`src/rtl/rxstat_pkg.sv`:
```
package rxstat_pkg;

    localparam int REG_W = 32;
    localparam int CNT_W = 64;
    localparam int ERR_W = 6;

    // control/status bit positions inside word 7
    localparam int CTL_START   = 0;
    localparam int CTL_STOP    = 1;
    localparam int CTL_DONE    = 2;
    localparam int CTL_CRC     = 3;
    localparam int CTL_ERR_LSB = 4;

    // error vector bit that flags a failed frame check
    localparam int ERR_CRC_BIT = 1;

    typedef enum logic [2:0] {
        IDX_TARGET  = 3'd0,
        IDX_GOOD    = 3'd1,
        IDX_BAD     = 3'd2,
        IDX_BYTE_LO = 3'd3,
        IDX_BYTE_HI = 3'd4,
        IDX_CYC_LO  = 3'd5,
        IDX_CYC_HI  = 3'd6,
        IDX_CTRL    = 3'd7
    } reg_idx_e;

    typedef struct packed {
        logic [REG_W-1:0] good;
        logic [REG_W-1:0] bad;
        logic [CNT_W-1:0] bytes;
        logic [CNT_W-1:0] cycles;
    } rx_counts_t;

    typedef struct packed {
        logic [ERR_W-1:0] err;
        logic             crc_bad;
        logic             done;
    } rx_status_t;

    // bytes carried by one beat
    function automatic logic [15:0] lane_bytes(input logic [15:0] lanes,
                                               input logic        last,
                                               input logic [15:0] empty);
        return last ? (lanes - empty) : lanes;
    endfunction

endpackage

```
`src/rtl/rxstat_ctrl.sv`:
```
module rxstat_ctrl (
    input  logic clk,
    input  logic rst,
    input  logic start_req,
    input  logic stop_req,
    input  logic final_pkt,
    output logic start_bit,
    output logic stop_bit,
    output logic run,
    output logic clr
);

    assign clr = start_bit;

    always_ff @(posedge clk) begin
        if (rst) begin
            start_bit <= 1'b0;
            stop_bit  <= 1'b0;
            run       <= 1'b0;
        end else begin
            if (start_bit) begin
                start_bit <= 1'b0;
                stop_bit  <= 1'b0;
                run       <= 1'b1;
            end else if (run && (stop_req || stop_bit || final_pkt)) begin
                run <= 1'b0;
            end
            if (start_req) start_bit <= 1'b1;
            if (stop_req)  stop_bit  <= 1'b1;
        end
    end

endmodule

```
`src/rtl/rxstat_counters.sv`:
```
module rxstat_counters
    import rxstat_pkg::*;
#(
    parameter int DATA_BYTES = 4,
    parameter int EMPTY_W    = 2
) (
    input  logic                 clk,
    input  logic                 rst,
    input  logic                 clr,
    input  logic                 run,
    input  logic                 st_valid,
    input  logic                 st_sop,
    input  logic                 st_eop,
    input  logic [EMPTY_W-1:0]   st_empty,
    input  logic [ERR_W-1:0]     st_err,
    input  logic [REG_W-1:0]     target,
    output rx_counts_t           cnt,
    output rx_status_t           stat,
    output logic                 final_pkt
);

    logic             in_pkt;
    logic             beat;
    logic             close_beat;
    logic [REG_W-1:0] pkt_next;
    logic [15:0]      add_bytes;

    assign beat       = run && !clr && st_valid && (st_sop || in_pkt);
    assign close_beat = beat && st_eop;
    assign pkt_next   = cnt.good + cnt.bad + REG_W'(1);
    assign final_pkt  = close_beat && (pkt_next == target);
    assign add_bytes  = lane_bytes(16'(DATA_BYTES), st_eop, 16'(st_empty));

    always_ff @(posedge clk) begin
        if (rst || clr) begin
            cnt    <= '0;
            stat   <= '0;
            in_pkt <= 1'b0;
        end else begin
            if (run) cnt.cycles <= cnt.cycles + CNT_W'(1);
            if (beat) begin
                cnt.bytes <= cnt.bytes + CNT_W'(add_bytes);
                in_pkt    <= !st_eop;
            end
            if (close_beat) begin
                if (|st_err) cnt.bad  <= cnt.bad + REG_W'(1);
                else         cnt.good <= cnt.good + REG_W'(1);
                stat.err     <= st_err;
                stat.crc_bad <= st_err[ERR_CRC_BIT];
            end
            if (final_pkt) stat.done <= 1'b1;
        end
    end

endmodule

```
`src/rtl/rxstat_regs.sv`:
```
module rxstat_regs
    import rxstat_pkg::*;
(
    input  logic              clk,
    input  logic              rst,
    input  logic [2:0]        bus_word,
    input  logic              bus_wr,
    input  logic [REG_W-1:0]  bus_wdata,
    input  logic              bus_rd,
    input  rx_counts_t        cnt,
    input  rx_status_t        stat,
    input  logic              start_bit,
    input  logic              stop_bit,
    output logic [REG_W-1:0]  bus_rdata,
    output logic [REG_W-1:0]  target,
    output logic              start_req,
    output logic              stop_req
);

    reg_idx_e         idx;
    logic [REG_W-1:0] shadow_bytes;
    logic [REG_W-1:0] shadow_cyc;
    logic [REG_W-1:0] ctrl_word;
    logic [REG_W-1:0] rd_mux;

    assign idx       = reg_idx_e'(bus_word);
    assign start_req = bus_wr && (idx == IDX_CTRL) && bus_wdata[CTL_START];
    assign stop_req  = bus_wr && (idx == IDX_CTRL) && bus_wdata[CTL_STOP];

    always_comb begin
        ctrl_word = '0;
        ctrl_word[CTL_START] = start_bit;
        ctrl_word[CTL_STOP]  = stop_bit;
        ctrl_word[CTL_DONE]  = stat.done;
        ctrl_word[CTL_CRC]   = stat.crc_bad;
        ctrl_word[CTL_ERR_LSB +: ERR_W] = stat.err;
    end

    always_comb begin
        unique case (idx)
            IDX_TARGET:  rd_mux = target;
            IDX_GOOD:    rd_mux = cnt.good;
            IDX_BAD:     rd_mux = cnt.bad;
            IDX_BYTE_LO: rd_mux = cnt.bytes[REG_W-1:0];
            IDX_BYTE_HI: rd_mux = shadow_bytes;
            IDX_CYC_LO:  rd_mux = cnt.cycles[REG_W-1:0];
            IDX_CYC_HI:  rd_mux = shadow_cyc;
            IDX_CTRL:    rd_mux = ctrl_word;
        endcase
    end

    always_ff @(posedge clk) begin
        if (rst) begin
            target       <= '0;
            shadow_bytes <= '0;
            shadow_cyc   <= '0;
            bus_rdata    <= '0;
        end else begin
            if (bus_wr && idx == IDX_TARGET) target <= bus_wdata;
            if (bus_rd) begin
                bus_rdata <= rd_mux;
                if (idx == IDX_BYTE_LO) shadow_bytes <= cnt.bytes[CNT_W-1:REG_W];
                if (idx == IDX_CYC_LO)  shadow_cyc   <= cnt.cycles[CNT_W-1:REG_W];
            end
        end
    end

endmodule

```
`src/rtl/rxstat_monitor.sv`:
```
module rxstat_monitor
    import rxstat_pkg::*;
#(
    parameter int DATA_BYTES = 4,
    localparam int EMPTY_W   = (DATA_BYTES > 1) ? $clog2(DATA_BYTES) : 1
) (
    input  logic               clk,
    input  logic               rst,
    input  logic               st_valid,
    input  logic               st_sop,
    input  logic               st_eop,
    input  logic [EMPTY_W-1:0] st_empty,
    input  logic [5:0]         st_err,
    input  logic [2:0]         bus_word,
    input  logic               bus_wr,
    input  logic [31:0]        bus_wdata,
    input  logic               bus_rd,
    output logic [31:0]        bus_rdata
);

    rx_counts_t       cnt;
    rx_status_t       stat;
    logic [REG_W-1:0] target;
    logic             start_req;
    logic             stop_req;
    logic             final_pkt;
    logic             start_bit;
    logic             stop_bit;
    logic             run;
    logic             clr;

    rxstat_ctrl u_ctrl (
        .clk       (clk),
        .rst       (rst),
        .start_req (start_req),
        .stop_req  (stop_req),
        .final_pkt (final_pkt),
        .start_bit (start_bit),
        .stop_bit  (stop_bit),
        .run       (run),
        .clr       (clr)
    );

    rxstat_counters #(
        .DATA_BYTES (DATA_BYTES),
        .EMPTY_W    (EMPTY_W)
    ) u_cnt (
        .clk       (clk),
        .rst       (rst),
        .clr       (clr),
        .run       (run),
        .st_valid  (st_valid),
        .st_sop    (st_sop),
        .st_eop    (st_eop),
        .st_empty  (st_empty),
        .st_err    (st_err),
        .target    (target),
        .cnt       (cnt),
        .stat      (stat),
        .final_pkt (final_pkt)
    );

    rxstat_regs u_regs (
        .clk       (clk),
        .rst       (rst),
        .bus_word  (bus_word),
        .bus_wr    (bus_wr),
        .bus_wdata (bus_wdata),
        .bus_rd    (bus_rd),
        .cnt       (cnt),
        .stat      (stat),
        .start_bit (start_bit),
        .stop_bit  (stop_bit),
        .bus_rdata (bus_rdata),
        .target    (target),
        .start_req (start_req),
        .stop_req  (stop_req)
    );

endmodule

```
`config.mk`:
```
export PLATFORM = sky130hd
export DESIGN_NAME = rxstat_monitor
export DESIGN_NICKNAME = d
export VERILOG_FILES = /design/src/rtl/rxstat_pkg.sv /design/src/rtl/rxstat_ctrl.sv /design/src/rtl/rxstat_counters.sv /design/src/rtl/rxstat_regs.sv /design/src/rtl/rxstat_monitor.sv
export SDC_FILE = /design/constraint.sdc
export NUM_CORES = 1
export LEC_CHECK = 0
export ABC_AREA = 1
export BUFFER_PORTS_ARGS = -buffer_cell sky130_fd_sc_hd__buf_2
export CAP_MARGIN = 20
export CELL_PAD_IN_SITES_DETAIL_PLACEMENT = 2
export CELL_PAD_IN_SITES_GLOBAL_PLACEMENT = 2
export CORE_MARGIN = 2
export CORE_UTILIZATION = 35
export CTS_CLUSTER_SIZE = 25
export DETAILED_ROUTE_END_ITERATION = 8
export PLACE_DENSITY = 0.78
export SYNTH_ARGS = -nofsm -noshare
export SYNTH_HDL_FRONTEND = slang
export SYNTH_SLANG_ARGS = --single-unit
```
`constraint.sdc`:
```
create_clock -name clk -period 3.5 [get_ports clk]
set_input_delay 0.7 -clock clk [delete_from_list [all_inputs] [get_ports clk]]
set_output_delay 0.7 -clock clk [all_outputs]
set_load 0.02 [all_outputs]
```
## Yosys cells after proc, flatten, opt, wreduce, memory -nomap -nowiden

Index checks and enable logic that the tools add are counted.

- Memory bits (read-only): 0
- Memory bits (writable): 0
- Memories kept: 0
- Register bits: 332
- Word-level logic and storage cells: 62
- Latch bits: 0
- Input port bits: 50

- Bitwise gates (word level): 1
- Muxes and demuxes: 7
- $lt $le $gt $ge: 0
- $add $sub $neg: 7
- Shift-type cells: 0
- Reductions and logical operators: 24
- Div/mod/pow operators: 0
- Multiply operators: 0
- Eq/ne operators: 8

Operator list:

| operator | count |
|---|---|
| 32-bit one-hot mux with 8 select lines | 1 |
| 32-bit by 1-bit adder with 32-bit output (second input constant) | 3 |
| 64-bit by 1-bit adder with 64-bit output (second input constant) | 1 |
| 64-bit by 16-bit adder with 64-bit output | 1 |
| 32-bit adder | 1 |
| 32-bit equality test | 1 |
| 16-bit two-way mux | 1 |
| 3-bit equality test (second input constant) | 4 |
| 1-bit logical AND | 10 |
| 2-bit AND reduction | 4 |
| 3-bit by 2-bit equality test with 1-bit output (second input constant) | 2 |
| 6-bit OR reduction | 1 |
| 1-bit two-way mux | 5 |
| 1-bit logical OR | 4 |
| 2-bit nonzero test | 2 |
| 3-bit by 2-bit subtractor with 4-bit output (first input constant) | 1 |
| 3-bit by 1-bit equality test with 1-bit output (second input constant) | 1 |
| 3-bit logical NOT | 1 |
| 1-bit logical NOT | 2 |
| 1-bit NOT | 1 |

## Logic depth before layout (Yosys ltp)

Gate-level depths: netlist of the first run.

- Word-level depth: 10
- Depth in mapped cells: 21
- Gate-level depth less buffers: 21

## Modules after synthesis

A second synthesis of the first run with hierarchy kept.

- Cell total of the unflattened synthesis: 3,262
- Area, all modules: 20,693.6 µm²

By module, submodules not included:

| module | seq. area each (µm²) | area an instance (µm²) | instances | cells each |
|---|---|---|---|---|
| rxstat_counters | 4,003.8 | 13,397.8 | 1 | 2,158 |
| rxstat_regs | 2,562.5 | 7,181.9 | 1 | 1,090 |
| rxstat_ctrl | 60.1 | 113.9 | 1 | 14 |

## Least setup slack after synthesis of the first run

Ideal clock, no wire load.

- Kind: input -> register
- Start: in st_empty[0]
- End: reg u_cnt.cnt[120] (netlist name)
- Required time: 3,383 ps
- Library setup time: 117 ps
- Arrival time: 2,900 ps
- Buffers on the path: 0
- Cell stages on the path: 17
- Path slack: 483 ps
- Cells stage by stage: inv_1 > ha_1 > or2_2 > ha_1 > inv_1 > nor2_1 > o21ai_0 > nor2_4 > inv_2 > nor2_4 > nand2_1 > nor3_2 > nand2_1 > nor3b_2 > nand3_1 > o21ai_1 > a21oi_1

- Word-level cells in the longest chain between the ends: 3

RTL lines:

| element | line | text |
|---|---|---|
| start: declaration | rxstat_monitor.sv:12 | `input logic [EMPTY_W-1:0] st_empty,` |
| 3-bit by 2-bit subtractor with 4-bit output | rxstat_pkg.sv:45 | `return last ? (lanes - empty) : lanes;` |
| 16-bit two-way mux | rxstat_pkg.sv:45 |  |
| 64-bit by 16-bit adder with 64-bit output | rxstat_counters.sv:42 | `cnt.bytes <= cnt.bytes + CNT_W'(add_bytes);` |

No other way between the ends.
A chain may end at the register's enable or synchronous reset.

## Final worst setup path of the first run

- Start: in st_empty[0]
- End: reg u_cnt.cnt[122] (netlist name)

- Word-level cells in the longest chain between the ends: 3

RTL lines:

| element | line |
|---|---|
| 3-bit by 2-bit subtractor with 4-bit output | rxstat_pkg.sv:45 |
| 16-bit two-way mux | rxstat_pkg.sv:45 |
| 64-bit by 16-bit adder with 64-bit output | rxstat_counters.sv:42 |

No other way between the ends.

==> PnR_summary.wiki, run 1 <==
{| class="wikitable"
! Metric !! Value
|-
| Outcome || finished clean
|-
| Metal-1 WL || 39,000 um
|-
| Cells traversed along the worst timing path || buf_2 > inv_1 > ha_1 > or2_2 > ha_1 > inv_1 > nor2_1 > o21ai_0 > inv_1 > nand3_1 > nor2_2 > nand3_2 > buf_4 > nor4_1 > nand2_1 > nand2_1 > o21ba_2
|-
| Fraction of the cycle the final worst path needs || 91.7%
|-
| Worst slack at placement || -0.194 ns
|-
| ANT nets after route || 0
|-
| Fin. max-slew vios || 0
|-
| Final hold violation count || 0
|-
| Cells taking the most area after synthesis || sky130_fd_sc_hd__dfxtp_1 (35%), sky130_fd_sc_hd__nand2_1 (12%), sky130_fd_sc_hd__inv_1 (8.3%)
|-
| Count leader, synth || sky130_fd_sc_hd__nand2_1
|-
| Startpoint Class || input pin
|-
| Leading register cell type out of synthesis || sky130_fd_sc_hd__dfxtp_1
|-
| Cell variety after synth || 53
|-
| Combined area of all synthesized cells || 19,000 sq um
|-
| Global router's overall resource usage || 32.3%
|-
| Kind of cell adding the most delay to the critical path || simple AND/OR/NAND/NOR gates
|-
| Post-Synthesis Cells || 2,911
|-
| # IOs || 82
|-
| Area Growth Syn to Fin || 15.4%
|-
| # H-tree levels || 2
|-
| Number of max-cap violations || 0
|-
| Buf+Inv Stages, Crit Path || 5
|-
| Asr flop ratio synth || 0%
|-
| Hold path cells || 3
|-
| Wire length on met3 || 3370 um
|-
| Standard cell area after detailed placement || 20,400 sq um
|-
| Antenna diode count || 0
|-
| Deepest clock path buffer count || 3
|-
| Placed Cells || 3,651
|-
| Buffers added on ports || 81
|-
| Startpoint of the most critical setup path || st_empty[0]
|-
| Data required time of the critical path || 3.97 ns
|-
| Skew-Pair Late Insertion Delay || 0.60 ns
|-
| Source of the worst hold timing path || st_err[5]
|-
| Antenna violations before repair || 1
|-
| Endpoint of the worst hold-timing path || u_cnt.stat[7]$_SDFFE_PP0P_
|-
| Leading post-synthesis cells by instance count || sky130_fd_sc_hd__nand2_1 (597), sky130_fd_sc_hd__inv_1 (417), sky130_fd_sc_hd__dfxtp_1 (331), sky130_fd_sc_hd__nor2_1 (327), sky130_fd_sc_hd__a21oi_1 (277)
|-
| Power density normalized to cell area || 411 nW/um^2
|-
| Detail Route met2 WL || 43,600 um
|-
| Origin of the critical flop-to-flop path || u_cnt.cnt[160]$_SDFFE_PP0P_
|-
| Routed vias/inst || 5.64
|-
| Number of warning messages in the yosys log || 0
|-
| Sequential-to-total area share from yosys stat || 34.9%
|-
| Slowest stage cell on the critical path || sky130_fd_sc_hd__ha_1
|-
| Die boundary width || 237 um
|-
| Vertical die dimension || 237 um
|-
| Library cell appearing most often on the critical path || sky130_fd_sc_hd__inv_1
|-
| Via count || 21.0k
|-
| Final setup fails || 0
|-
| Post-CTS setup buffer count || 0
|-
| Maximum number of pins on one net before global-route repair || 95
|-
| Worst-case register-to-register setup slack || 0.30 ns
|-
| Yosys top cell area share || 34.9%
|-
| Count of flip-flops with a built-in enable after synthesis || 0
|-
| Setup skew after layout || 0.0285 ns
|-
| Final nets || 3,090
|-
| CTS tree || built
|-
| Min Clock Period, post-route || 3.21 ns
|-
| Layout cell share with drive strength beyond 1 || 8.74%
|-
| Kind of capture point of the worst setup path || register
|-
| Hold_ws || 0.402 ns
|-
| Vias in the first global route || 22.8k
|-
| TNS Setup || 0 ns
|-
| #FFs+latches synth || 331
|-
| Synthesized area per cell || 6.52 sq um
|-
| Max frequency || 312 MHz
|-
| Sinks on the clock net || 331
|-
| CORE AREA || 53,700 sq um
|-
| Reported leakage power || 7.96 nW
|-
| Largest stage delay, worst path || 0.38 ns
|-
| Clock Pin Slew Worst Setup and Hold Paths || 0.06 ns
|-
| Floorplan die area || 56,100 sq um
|-
| Crit path DAT || 3.68 ns
|-
| Total nets after synthesis || 3,001
|-
| Final routed wire length divided by cell count || 24.3 um
|-
| Actual slew at the worst max-slew pin || 0.957 ns
|-
| Iteration-0 DRC Markers || 1,197
|-
| Critical path depth || 17
|-
| Detailed-placement wirelength estimate || 71,100 um
|-
| Final standard cell count with taps included and fillers excluded || 3,729
|-
| Placement Rows || 85
|-
| Number of DRC violations after detailed routing || 0
|-
| Drt first pass iters || 5
|-
| Most area-hungry cell type in the Yosys netlist || sky130_fd_sc_hd__dfxtp_1
|-
| Clock root buffer master || sky130_fd_sc_hd__clkbuf_16
|-
| Relative max-transition margin || 36.2%
|-
| Max IR drop VDD || 0.000362 V
|-
| Endpoint of the worst register-to-register path || u_ctrl.run$_SDFFE_PP0P_
|-
| Total wire length after detailed routing || 90,600 um
|-
| Largest fanout on the critical path || 5
|-
| Inserted Clock Buffers || 42
|-
| First-pass GRT wire length || 139,000 um
|-
| Initial standard-cell utilization of the core || 35.3%
|-
| Global placer's final weighted congestion || 0.911
|-
| Max Used Layer || met4
|-
| Worst setup slack after layout || 0.291 ns
|-
| Worst setup path category || in -> reg
|-
| GRT Residual Overflow || 0
|-
| Number of cells on the worst reg-to-reg path || 18
|-
| Worst hold-check path type || in -> reg
|-
| Final instance area || 21,900 sq um
|-
| RSZ-0062 raised after global routing || false
|}
stage by stage:
stage | total power [mW] | util, %
4_1_cts | 9.05 | 40.7
5_1_grt | 9.26 | 40.8
3_3_place_gp | 4.31 | 37.9
6_report | 8.99 | 40.8
2_1_floorplan | 4.13 | -
3_5_place_dp | 4.32 | 37.9
worst max-delay path by stage:
| stage | endpoint | slack (ns) |
|---|---|---|
| final | u_cnt.cnt[122]$_SDFFE_PP0P_ | 0.29 |
| after detailed placement | u_cnt.cnt[112]$_SDFFE_PP0P_ | -0.19 |
| after floorplan | u_cnt.cnt[120]$_SDFFE_PP0P_ | 0.48 |
| after CTS | u_ctrl.run$_SDFFE_PP0P_ | 0.18 |
| after global routing | u_ctrl.run$_SDFFE_PP0P_ | 0.01 |
| after global placement | u_cnt.cnt[116]$_SDFFE_PP0P_ | -0.03 |
layout by cell type, fill, tap and decap left out, types with 5 or more instances in the layout:
cell	netlist	layout
sky130_fd_sc_hd__a21oi_1	277	277
sky130_fd_sc_hd__a221oi_1	13	13
sky130_fd_sc_hd__a31oi_1	9	9
sky130_fd_sc_hd__a41oi_1	7	7
sky130_fd_sc_hd__buf_2	0	81
sky130_fd_sc_hd__buf_4	0	47
sky130_fd_sc_hd__bufinv_16	0	5
sky130_fd_sc_hd__clkbuf_1	79	6
sky130_fd_sc_hd__clkbuf_16	0	43
sky130_fd_sc_hd__clkbuf_8	0	11
sky130_fd_sc_hd__clkinv_2	0	8
sky130_fd_sc_hd__dfxtp_1	331	331
sky130_fd_sc_hd__ha_1	38	38
sky130_fd_sc_hd__inv_1	417	416
sky130_fd_sc_hd__inv_2	8	8
sky130_fd_sc_hd__nand2_1	597	594
sky130_fd_sc_hd__nand2_2	4	7
sky130_fd_sc_hd__nand3_1	169	168
sky130_fd_sc_hd__nand3_2	4	5
sky130_fd_sc_hd__nand3b_1	8	8
sky130_fd_sc_hd__nand4_1	52	52
sky130_fd_sc_hd__nor2_1	327	325
sky130_fd_sc_hd__nor2_2	11	12
sky130_fd_sc_hd__nor2_4	8	9
sky130_fd_sc_hd__nor3_1	127	124
sky130_fd_sc_hd__nor3_2	9	12
sky130_fd_sc_hd__nor4_1	32	32
sky130_fd_sc_hd__o2111ai_1	7	7
sky130_fd_sc_hd__o21a_1	17	17
sky130_fd_sc_hd__o21ai_0	182	182
sky130_fd_sc_hd__o21ai_1	5	5
sky130_fd_sc_hd__o221ai_1	21	21
sky130_fd_sc_hd__o22ai_1	25	25
sky130_fd_sc_hd__o31ai_1	6	6
sky130_fd_sc_hd__xnor2_1	26	26
sky130_fd_sc_hd__xor2_1	43	43
tightest hold or removal path: stages:
cell and delay (ns):
sky130_fd_sc_hd__buf_2 0.09, sky130_fd_sc_hd__o21ai_0 0.08, sky130_fd_sc_hd__nor2_1 0.09
report_power, final:
| part | switching (mW) | internal, mW |
|---|---|---|
| Sequential | 0.0267 | 3.80 |
| Combinational | 0.311 | 0.113 |
| Clock | 1.88 | 2.86 |
cell type report:
cell class                 count  area, sq um
clock inverter                17          240
multi-input combinational   2064        10400
clock buffer                  60         1250
fill                        6526        31800
tap                          696          871
sequential                   331         6630
timing repair buffer         132          846
inverter                     429         1610
routing by layer:
metal | GRT usage [%] | vias up
li1 | - | 9795
met1 | 40.1 | 10600
met2 | 56.0 | 439
met3 | 3.67 | 184
met4 | 14.5 | 0
met5 | 0 | -
logic make-up (layout without fill, tap and decap cells):
family | Yosys count | in the layout | share of synthesized area (%)
buffers and inverters | 516 | 638 | 10.2
AND/OR/NAND/NOR | 1368 | 1368 | 31.7
XOR/XNOR | 69 | 69 | 3.19
AO/OA/AOI/OAI | 587 | 587 | 17.3
adder cells (fa/ha/maj) | 40 | 40 | 2.72
flip-flops | 331 | 331 | 34.9
registers in the layout, indices dropped and copies added, names as in the netlist:
register,count
u_cnt.cnt,192
u_regs.bus_rdata,32
u_regs.shadow_bytes,32
u_regs.shadow_cyc,32
u_regs.target,32
u_cnt.stat,7
u_cnt.in_pkt,1
u_ctrl.clr,1
u_ctrl.run,1
u_ctrl.stop_bit,1
what timing repair did:
action                                  in CTS  in global routing
hold endpoints to repair                     0                  0
endpoints found under the setup margin       0                  2
resized for setup                            0                  4
hold buffers                                 0                  0
(Power assumes the default switching activity.)
==> run 2, diff against run 1 <==
--- a/config.mk
+++ b/config.mk
@@ -11,10 +11,11 @@
 export CELL_PAD_IN_SITES_DETAIL_PLACEMENT = 2
 export CELL_PAD_IN_SITES_GLOBAL_PLACEMENT = 2
 export CORE_MARGIN = 2
-export CORE_UTILIZATION = 35
+export CORE_UTILIZATION = 37
 export CTS_CLUSTER_SIZE = 25
 export DETAILED_ROUTE_END_ITERATION = 8
-export PLACE_DENSITY = 0.78
+export PLACE_DENSITY = 0.82
 export SYNTH_ARGS = -nofsm -noshare
 export SYNTH_HDL_FRONTEND = slang
+export SYNTH_HIERARCHICAL = 1
 export SYNTH_SLANG_ARGS = --single-unit
==> constraint.sdc (replaced) <==
create_clock -name clk -period 3.74 [get_ports clk]
set_input_delay 0.748 -clock clk [delete_from_list [all_inputs] [get_ports clk]]
set_output_delay 0.748 -clock clk [all_outputs]
set_load 0.02 [all_outputs]
==> run 2 against run 1 <==
Combinational power grew 19%. Hold slack improved by 0.052 ns. Sequential power decreased by 6.0%. Non-clock buffer count down 23. Sequential share of layout area is 1.3 points lower. Final cell count grew 8.9%. Clock power decreased by 19%. Area after synthesis is 9.1% higher. Worst setup slack worse by 0.0041 ns. Register-to-register slack barely moved. Critical path type is now reg -> reg. Largest cell class unchanged.
==> PnR_summary.wiki, run 2 <==
{| class="wikitable"
! Metric !! Value
|-
| Via count || 23.0k (was 21.0k)
|-
| Max reg flops || 192 (unchanged)
|-
| Most frequent cells in the layout || sky130_fd_sc_hd__nand2_1 (717), sky130_fd_sc_hd__inv_1 (454), sky130_fd_sc_hd__nor2_1 (446) (was sky130_fd_sc_hd__nand2_1 (594), sky130_fd_sc_hd__inv_1 (416), sky130_fd_sc_hd__dfxtp_1 (331))
|-
| Skew-Pair Late Insertion Delay || 0.58 ns (was 0.60 ns)
|-
| Final hold violation count || 0 (unchanged)
|-
| Worst slack at placement || 0.100 ns (was -0.194 ns)
|-
| Iteration-0 DRC Markers || 1,217 (was 1,197)
|-
| Kind of capture point of the worst setup path || register (unchanged)
|-
| Actual slew at the worst max-slew pin || 0.949 ns (was 0.957 ns)
|-
| Total wire length after detailed routing || 94,400 um (was 90,600 um)
|-
| ANT nets after route || 0 (unchanged)
|-
| Number of gates given a new drive strength after cts || 0 (unchanged)
|-
| CTS tree || built (unchanged)
|-
| Antenna violations before repair || 5 (was 1)
|-
| Power density normalized to cell area || 348 nW/um^2 (was 411 nW/um^2)
|-
| Vertical die dimension || 240 um (was 237 um)
|-
| Data required time of the critical path || 4.17 ns (was 3.97 ns)
|-
| Layout cell share with drive strength beyond 1 || 7.19% (was 8.74%)
|-
| Largest fanout on the critical path || 4 (was 5)
|-
| Floorplan die area || 57,800 sq um (was 56,100 sq um)
|-
| Setup skew after layout || 0.0246 ns (was 0.0285 ns)
|-
| RSZ-0062 raised after global routing || false (unchanged)
|-
| Startpoint Class || register (was input pin)
|-
| Post-Synthesis Cells || 3,262 (was 2,911)
|-
| Initial standard-cell utilization of the core || 37.5% (was 35.3%)
|-
| Final standard cell count with taps included and fillers excluded || 4,061 (was 3,729)
|-
| Clock Pin Slew Worst Setup and Hold Paths || 0.06 ns (about the same)
|-
| Buffers added on ports || 81 (unchanged)
|-
| Combined area of all synthesized cells || 20,700 sq um (was 19,000 sq um)
|-
| Worst setup slack after layout || 0.287 ns (was 0.291 ns)
|-
| Register with the highest flop count || u_cnt/cnt (was u_cnt.cnt)
|-
| Number of DRC violations after detailed routing || 0 (unchanged)
|-
| Fraction of the cycle the final worst path needs || 92.3%
|-
| Placement Rows || 86 (was 85)
|-
| Leading register cell type out of synthesis || sky130_fd_sc_hd__dfxtp_1 (unchanged)
|-
| Detailed-placement wirelength estimate || 72,100 um (was 71,100 um)
|-
| Sinks on the clock net || 331 (unchanged)
|-
| # IOs || 82 (unchanged)
|-
| Number of max-cap violations || 0 (unchanged)
|-
| Max frequency || 290 MHz
|-
| TNS Setup || 0 ns (unchanged)
|-
| Most common cell after layout, fill and taps aside || sky130_fd_sc_hd__nand2_1 (unchanged)
|-
| Fin. max-slew vios || 0 (unchanged)
|-
| Worst hold-check path type || in -> reg (unchanged)
|-
| Min Clock Period, post-route || 3.45 ns
|-
| Worst setup path category || reg -> reg (was in -> reg)
|-
| Final nets || 3,375 (was 3,090)
|-
| First-pass GRT wire length || 145,000 um (was 139,000 um)
|-
| Hold_ws || 0.455 ns (was 0.402 ns)
|-
| Count of flip-flops with a built-in enable after synthesis || 0 (unchanged)
|-
| Count leader, synth || sky130_fd_sc_hd__nand2_1 (unchanged)
|-
| Clock root buffer master || sky130_fd_sc_hd__clkbuf_16 (unchanged)
|-
| Relative max-transition margin || 36.6% (was 36.2%)
|-
| Inserted Clock Buffers || 41 (was 42)
|-
| Sequential-to-total area share from yosys stat || 32.0% (was 34.9%)
|-
| Final setup fails || 0 (unchanged)
|-
| CORE AREA || 55,200 sq um (was 53,700 sq um)
|-
| Yosys top cell area share || 32.0% (was 34.9%)
|-
| Die boundary width || 240 um (was 237 um)
|-
| Deepest clock path buffer count || 3 (unchanged)
|-
| Vias in the first global route || 24.8k (was 22.8k)
|-
| Final routed wire length divided by cell count || 23.2 um (was 24.3 um)
|-
| Cells taking the most area after synthesis || sky130_fd_sc_hd__dfxtp_1 (32%), sky130_fd_sc_hd__nand2_1 (13%), sky130_fd_sc_hd__inv_1 (8.2%) (was sky130_fd_sc_hd__dfxtp_1 (35%), sky130_fd_sc_hd__nand2_1 (12%), sky130_fd_sc_hd__inv_1 (8.3%))
|-
| Cell variety after synth || 55 (was 53)
|-
| #FFs+latches synth || 331 (unchanged)
|-
| Synthesized area per cell || 6.34 sq um (was 6.52 sq um)
|-
| Most area-hungry cell type in the Yosys netlist || sky130_fd_sc_hd__dfxtp_1 (unchanged)
|-
| Global router's overall resource usage || 32.5% (was 32.3%)
|-
| Post-CTS setup buffer count || 0 (unchanged)
|-
| Reported leakage power || 9.28 nW (was 7.96 nW)
|-
| Post-CTS Hold Fix Bufs || 0 (unchanged)
|-
| Global placer's final weighted congestion || 0.934 (was 0.911)
|-
| Crit path DAT || 3.88 ns (was 3.68 ns)
|-
| Asr flop ratio synth || 0% (unchanged)
|-
| Total nets after synthesis || 3,352 (was 3,001)
|-
| Leading post-synthesis cells by instance count || sky130_fd_sc_hd__nand2_1 (717), sky130_fd_sc_hd__inv_1 (454), sky130_fd_sc_hd__nor2_1 (447), sky130_fd_sc_hd__dfxtp_1 (331), sky130_fd_sc_hd__nand3_1 (218) (was sky130_fd_sc_hd__nand2_1 (597), sky130_fd_sc_hd__inv_1 (417), sky130_fd_sc_hd__dfxtp_1 (331), sky130_fd_sc_hd__nor2_1 (327), sky130_fd_sc_hd__a21oi_1 (277))
|-
| GRT Residual Overflow || 0 (unchanged)
|-
| Outcome || finished clean (unchanged)
|-
| Fillcell total || 6,860 (was 6,526)
|-
| # H-tree levels || 2 (unchanged)
|-
| Placed Cells || 3,990 (was 3,651)
|-
| Drt first pass iters || 5 (unchanged)
|-
| Area Growth Syn to Fin || 10.5% (was 15.4%)
|-
| Routed vias/inst || 5.66 (was 5.64)
|-
| Max IR drop VDD || 0.000346 V (was 0.000362 V)
|-
| Number of warning messages in the yosys log || 6 (was 0)
|-
| Maximum number of pins on one net before global-route repair || 132 (was 95)
|}
==> run 2: cell families after synthesis <==
kind of cell | synth area share (%)
buf+inv | 12.0
xor+xnor | 2.75
flops | 32.0
fa+ha+maj | 2.49
compound gates | 11.3
simple gates | 39.5
==> run 2: power by group <==
part,switching [mW],internal [mW]
sequential,0.0336,3.57
clock,1.65,2.19
combinational,0.379,0.126
==> run 2: layout make-up <==
class / count / area (sq um) / area share, %
Inverter: 475 / 1800 / 7.85
Multi-Input combinational cell: 2327 / 11600 / 50.7
Timing Repair Buffer: 109 / 661 / 2.89
Clock buffer: 57 / 1140 / 4.97
Tap cell: 748 / 936 / 4.09
Clock inverter: 13 / 105 / 0.460
Antenna cell: 1 / 2.50 / 0.0109
Sequential cell: 331 / 6630 / 29.0
==> run 2: worst paths after layout <==
| check | from | to | slack, ns | depth (start not counted) |
|---|---|---|---|---|
| setup / recovery | u_cnt/cnt[128]$_SDFFE_PP0P_ | u_ctrl/run$_SDFFE_PP0P_ | 0.29 | 23 |
| hold / removal | st_err[0] | u_cnt/stat[2]$_SDFFE_PP0P_ | 0.45 | 3 |
| setup reg to reg | u_cnt/cnt[128]$_SDFFE_PP0P_ | u_ctrl/run$_SDFFE_PP0P_ | 0.29 | 23 |
| hold reg to reg | u_regs/shadow_cyc[8]$_SDFFE_PP0P_ | u_regs/shadow_cyc[8]$_SDFFE_PP0P_ | 0.47 | 2 |
==> run 2: worst max-delay path, cell delays in order (launching register included) <==
cell and delay (ns):
sky130_fd_sc_hd__dfxtp_1 0.33, sky130_fd_sc_hd__inv_1 0.14, sky130_fd_sc_hd__ha_1 0.17, sky130_fd_sc_hd__inv_1 0.08, sky130_fd_sc_hd__fa_1 0.44, sky130_fd_sc_hd__nand2_1 0.13
sky130_fd_sc_hd__nand2_1 0.09, sky130_fd_sc_hd__nand3_1 0.08, sky130_fd_sc_hd__nand2_1 0.11, sky130_fd_sc_hd__nand2_1 0.14, sky130_fd_sc_hd__nand2_1 0.17, sky130_fd_sc_hd__nand3_1 0.15
sky130_fd_sc_hd__nand2_1 0.07, sky130_fd_sc_hd__nand2_1 0.08, sky130_fd_sc_hd__nand2_1 0.06, sky130_fd_sc_hd__nand2_1 0.11, sky130_fd_sc_hd__and2_1 0.14, sky130_fd_sc_hd__and3_1 0.14
sky130_fd_sc_hd__nand3b_1 0.15, sky130_fd_sc_hd__nor2_1 0.15, sky130_fd_sc_hd__buf_4 0.17, sky130_fd_sc_hd__nor2_2 0.05, sky130_fd_sc_hd__nand2_1 0.09, sky130_fd_sc_hd__a21oi_2 0.06
==> run 2: per-layer routing <==
| metal | track usage [%] | wire length, um | up-vias |
|---|---|---|---|
| li1 | - | - | 10800 |
| met5 | 0 | 16 | - |
| met3 | 3.31 | 3560 | 163 |
| met2 | 57.1 | 46200 | 466 |
| met1 | 41.0 | 41200 | 11600 |
| met4 | 12.0 | 3410 | 2 |
==> run 2: through the flow <==
step           utilization [%]  power, mW  instance area, sq um
2_1_floorplan                -       3.99                 20700
3_3_place_gp              39.2       4.15                 21600
3_5_place_dp              39.2       4.17                 21600
4_1_cts                   41.4       8.01                 22900
5_1_grt                   41.4       8.19                 22900
6_report                  41.4       7.95                 22900
==> run 3, diff against run 2 <==
--- a/config.mk
+++ b/config.mk
@@ -8,13 +8,12 @@
 export ABC_AREA = 1
 export BUFFER_PORTS_ARGS = -buffer_cell sky130_fd_sc_hd__buf_2
 export CAP_MARGIN = 20
-export CELL_PAD_IN_SITES_DETAIL_PLACEMENT = 2
-export CELL_PAD_IN_SITES_GLOBAL_PLACEMENT = 2
 export CORE_MARGIN = 2
-export CORE_UTILIZATION = 37
+export CORE_UTILIZATION = 42
+export CTS_BUF_LIST = sky130_fd_sc_hd__clkbuf_8
 export CTS_CLUSTER_SIZE = 25
 export DETAILED_ROUTE_END_ITERATION = 8
-export PLACE_DENSITY = 0.82
+export PLACE_DENSITY = 0.55
 export SYNTH_ARGS = -nofsm -noshare
 export SYNTH_HDL_FRONTEND = slang
 export SYNTH_HIERARCHICAL = 1
==> run 3 against run 2 <==
Total power fell by 5.1%. Die area fell by 12%. Maximum frequency rose by 7.2%. Final area fell by 0.79%. Critical path type unchanged.
==> PnR_summary.wiki, run 3 (synthesized netlist as in run 2, its figures left out) <==
{| class="wikitable"
! Metric !! Value
|-
| Final routed wire length divided by cell count || 19.5 um (was 23.2 um)
|-
| Number of max-cap violations || 0 (unchanged)
|-
| Switching power as a share of total power || 26.9% (was 26.0%)
|-
| Min Clock Period, post-route || 3.22 ns (was 3.45 ns)
|-
| CORE AREA || 48,700 sq um (was 55,200 sq um)
|-
| Layout cell share with drive strength beyond 1 || 7.93% (was 7.19%)
|-
| Iteration-0 DRC Markers || 1,824 (was 1,217)
|-
| Source of the worst hold timing path || bus_wdata[10] (was st_err[0])
|-
| Actual slew at the worst max-slew pin || 0.925 ns (was 0.949 ns)
|-
| Deepest clock path buffer count || 3 (unchanged)
|-
| Inserted Clock Buffers || 58 (was 41)
|-
| Cells traversed along the worst timing path || inv_1 > ha_1 > inv_1 > fa_1 > nand2_1 > nand2_1 > nand3_1 > nand2_1 > nand2_1 > nand2_1 > nand3_1 > nand2_1 > nand2_1 > nand2_1 > nand2_1 > and2_1 > and3_1 > nand3b_1 > nor2_1 > buf_4 > nor2_2 > nand2_1 > a21oi_2 (unchanged)
|-
| Hold_ws || 0.329 ns (was 0.455 ns)
|-
| Origin of the critical flop-to-flop path || u_cnt/cnt[128]$_SDFFE_PP0P_ (unchanged)
|-
| # IOs || 82 (unchanged)
|-
| Area Growth Syn to Fin || 9.61% (was 10.5%)
|-
| Antenna violations before repair || 1 (was 5)
|-
| Initial standard-cell utilization of the core || 42.5% (was 37.5%)
|-
| RSZ-0062 raised after global routing || false (unchanged)
|-
| Setup skew after layout || 0.0462 ns (was 0.0246 ns)
|-
| ANT nets after route || 0 (unchanged)
|-
| Relative max-transition margin || 38.2% (was 36.6%)
|-
| First-pass GRT wire length || 120,000 um (was 145,000 um)
|-
| Vias in the first global route || 20.7k (was 24.8k)
|-
| Drt first pass iters || 6 (was 5)
|-
| Post-CTS setup buffer count || 0 (unchanged)
|-
| Skew-Pair Late Insertion Delay || 0.69 ns (was 0.58 ns)
|-
| Most frequent cells in the layout || sky130_fd_sc_hd__nand2_1 (717), sky130_fd_sc_hd__inv_1 (468), sky130_fd_sc_hd__nor2_1 (446) (was sky130_fd_sc_hd__nand2_1 (717), sky130_fd_sc_hd__inv_1 (454), sky130_fd_sc_hd__nor2_1 (446))
|-
| Largest stage delay, worst path || 0.44 ns (about the same)
|-
| Final instance area || 22,700 sq um (was 22,900 sq um)
|-
| TNS Setup || 0 ns (unchanged)
|-
| Slowest stage cell on the critical path || sky130_fd_sc_hd__fa_1 (unchanged)
|-
| Floorplan die area || 51,100 sq um (was 57,800 sq um)
|-
| Total wire length after detailed routing || 78,200 um (was 94,400 um)
|-
| Net load switching power || 2.03 mW (was 2.07 mW)
|-
| Placement Rows || 81 (was 86)
|-
| Number of DRC violations after detailed routing || 0 (unchanged)
|-
| Largest fanout on the critical path || 4 (unchanged)
|-
| Power density normalized to cell area || 333 nW/um^2 (was 348 nW/um^2)
|-
| Routed vias/inst || 5.46 (was 5.66)
|-
| Max reg flops || 192 (unchanged)
|-
| Internal power component || 5.52 mW (was 5.88 mW)
|-
| Sinks on the clock net || 331 (unchanged)
|-
| GRT Residual Overflow || 0 (unchanged)
|-
| Via count || 21.9k (was 23.0k)
|-
| Data required time of the critical path || 4.29 ns (was 4.17 ns)
|-
| Maximum number of pins on one net before global-route repair || 132 (unchanged)
|-
| Clock Power Share || 45.9% (was 48.4%)
|-
| Global placer's final weighted congestion || 0.969 (was 0.934)
|-
| Fillcell total || 5,295 (was 6,860)
|-
| Final hold violation count || 0 (unchanged)
|-
| Power share of the combinational group || 6.4% (about the same)
|-
| Number of gates given a new drive strength after cts || 0 (unchanged)
|-
| Placed Cells || 3,905 (was 3,990)
|-
| Max frequency || 311 MHz (was 290 MHz)
|-
| # H-tree levels || 2 (unchanged)
|-
| Final nets || 3,391 (was 3,375)
|-
| CTS tree || built (unchanged)
|-
| Post-CTS Hold Fix Bufs || 0 (unchanged)
|-
| Outcome || finished clean (unchanged)
|-
| Library cell appearing most often on the critical path || sky130_fd_sc_hd__nand2_1 (unchanged)
|-
| Startpoint Class || register (unchanged)
|-
| Max IR drop VDD || 0.000265 V (was 0.000346 V)
|-
| Final standard cell count with taps included and fillers excluded || 4,007 (was 4,061)
|-
| Crit path DAT || 3.77 ns (was 3.88 ns)
|-
| Worst hold-check path type || in -> reg (unchanged)
|-
| Fin. max-slew vios || 0 (unchanged)
|-
| Sequential cell area || 6630 sq um (unchanged)
|-
| Clock Pin Slew Worst Setup and Hold Paths || 0.07 ns (was 0.06 ns)
|-
| Kind of capture point of the worst setup path || register (unchanged)
|-
| Die boundary width || 226 um (was 240 um)
|-
| Standard cell area after detailed placement || 21,500 sq um (was 21,600 sq um)
|-
| Fraction of the cycle the final worst path needs || 86.1% (was 92.3%)
|-
| Final Util || 46.5% (was 41.4%)
|-
| Detailed-placement wirelength estimate || 60,100 um (was 72,100 um)
|-
| Vertical die dimension || 226 um (was 240 um)
|-
| Buffers added on ports || 81 (unchanged)
|-
| Global router's overall resource usage || 30.4% (was 32.5%)
|-
| Reported leakage power || 9.32 nW (was 9.28 nW)
|-
| Final setup fails || 0 (unchanged)
|-
| Register with the highest flop count || u_cnt/cnt (unchanged)
|-
| Area of the multi-input gates || 11,600 sq um (unchanged)
|-
| Worst setup path category || reg -> reg (unchanged)
|-
| Proportion of power drawn by flip-flops and latches || 47.7% (was 45.3%)
|-
| Clock root buffer master || sky130_fd_sc_hd__clkbuf_8 (was sky130_fd_sc_hd__clkbuf_16)
|-
| Startpoint of the most critical setup path || u_cnt/cnt[128]$_SDFFE_PP0P_ (unchanged)
|-
| Most common cell after layout, fill and taps aside || sky130_fd_sc_hd__nand2_1 (unchanged)
|}
run 3: changes by cell type in the layout (fill, tap and decap cells not counted), sizes merged:
| cell | previous run | this run |
|---|---|---|
| clkinv | 15 | 21 |
| bufinv | 1 | 3 |
| clkbuf | 57 | 66 |
| inv | 472 | 485 |
| clkinvlp | 0 | 1 |
| buf | 109 | 108 |
run 3: worst max-delay path: cells and delay by family (launching register included):
kind	cells	cell delay, ns
simple gates	17	1.73
fa+ha+maj	2	0.61
buf+inv	3	0.35
flops	1	0.33
compound gates	1	0.05
run 3: final cells by class:
cell class              count  share of cell area (%)
diodes                      1                  0.0110
clock inverters            35                    1.11
well taps                 664                    3.66
clock buffers              66                    4.00
multi-input cells        2327                    51.1
inverters                 475                    7.92
flip-flops and latches    331                    29.2
repair buffers            108                    2.93
run 3: final timing paths:
| path | endpoint | slack (ns) | cells past startpoint |
|---|---|---|---|
| max reg2reg | u_ctrl/run$_SDFFE_PP0P_ | 0.52 | 23 |
| min | u_regs/target[10]$_SDFFE_PP0P_ | 0.33 | 3 |
| min reg2reg | u_regs/shadow_bytes[2]$_SDFFE_PP0P_ | 0.46 | 2 |
| max | u_ctrl/run$_SDFFE_PP0P_ | 0.52 | 23 |
run 3: metal layers:
metal	GRT usage [%]	vias to the layer above	wire [um]
met1	40.5	10300	35200
met5	0	-	0
met3	3.97	144	4430
met2	50.6	686	35900
li1	-	10800	-
met4	10.6	0	2630
run 3: metrics by stage:
stage / worst slack (ns) / power [mW]
2_1_floorplan: 0.714 / 3.99
3_3_place_gp: 0.211 / 4.14
3_5_place_dp: 0.162 / 4.15
4_1_cts: 0.503 / 7.62
5_1_grt: 0.213 / 7.82
6_report: 0.521 / 7.54
run 3: power groups by stage:
| stage | clock [mW] | combinational, mW | sequential [mW] |
|---|---|---|---|
| detailed placement | 0 | 0.474 | 3.68 |
| finish | 3.46 | 0.481 | 3.60 |
| global placement | 0 | 0.468 | 3.68 |
| floorplan | 0 | 0.316 | 3.68 |
| CTS | 3.55 | 0.476 | 3.60 |
| global route | 3.69 | 0.523 | 3.60 |
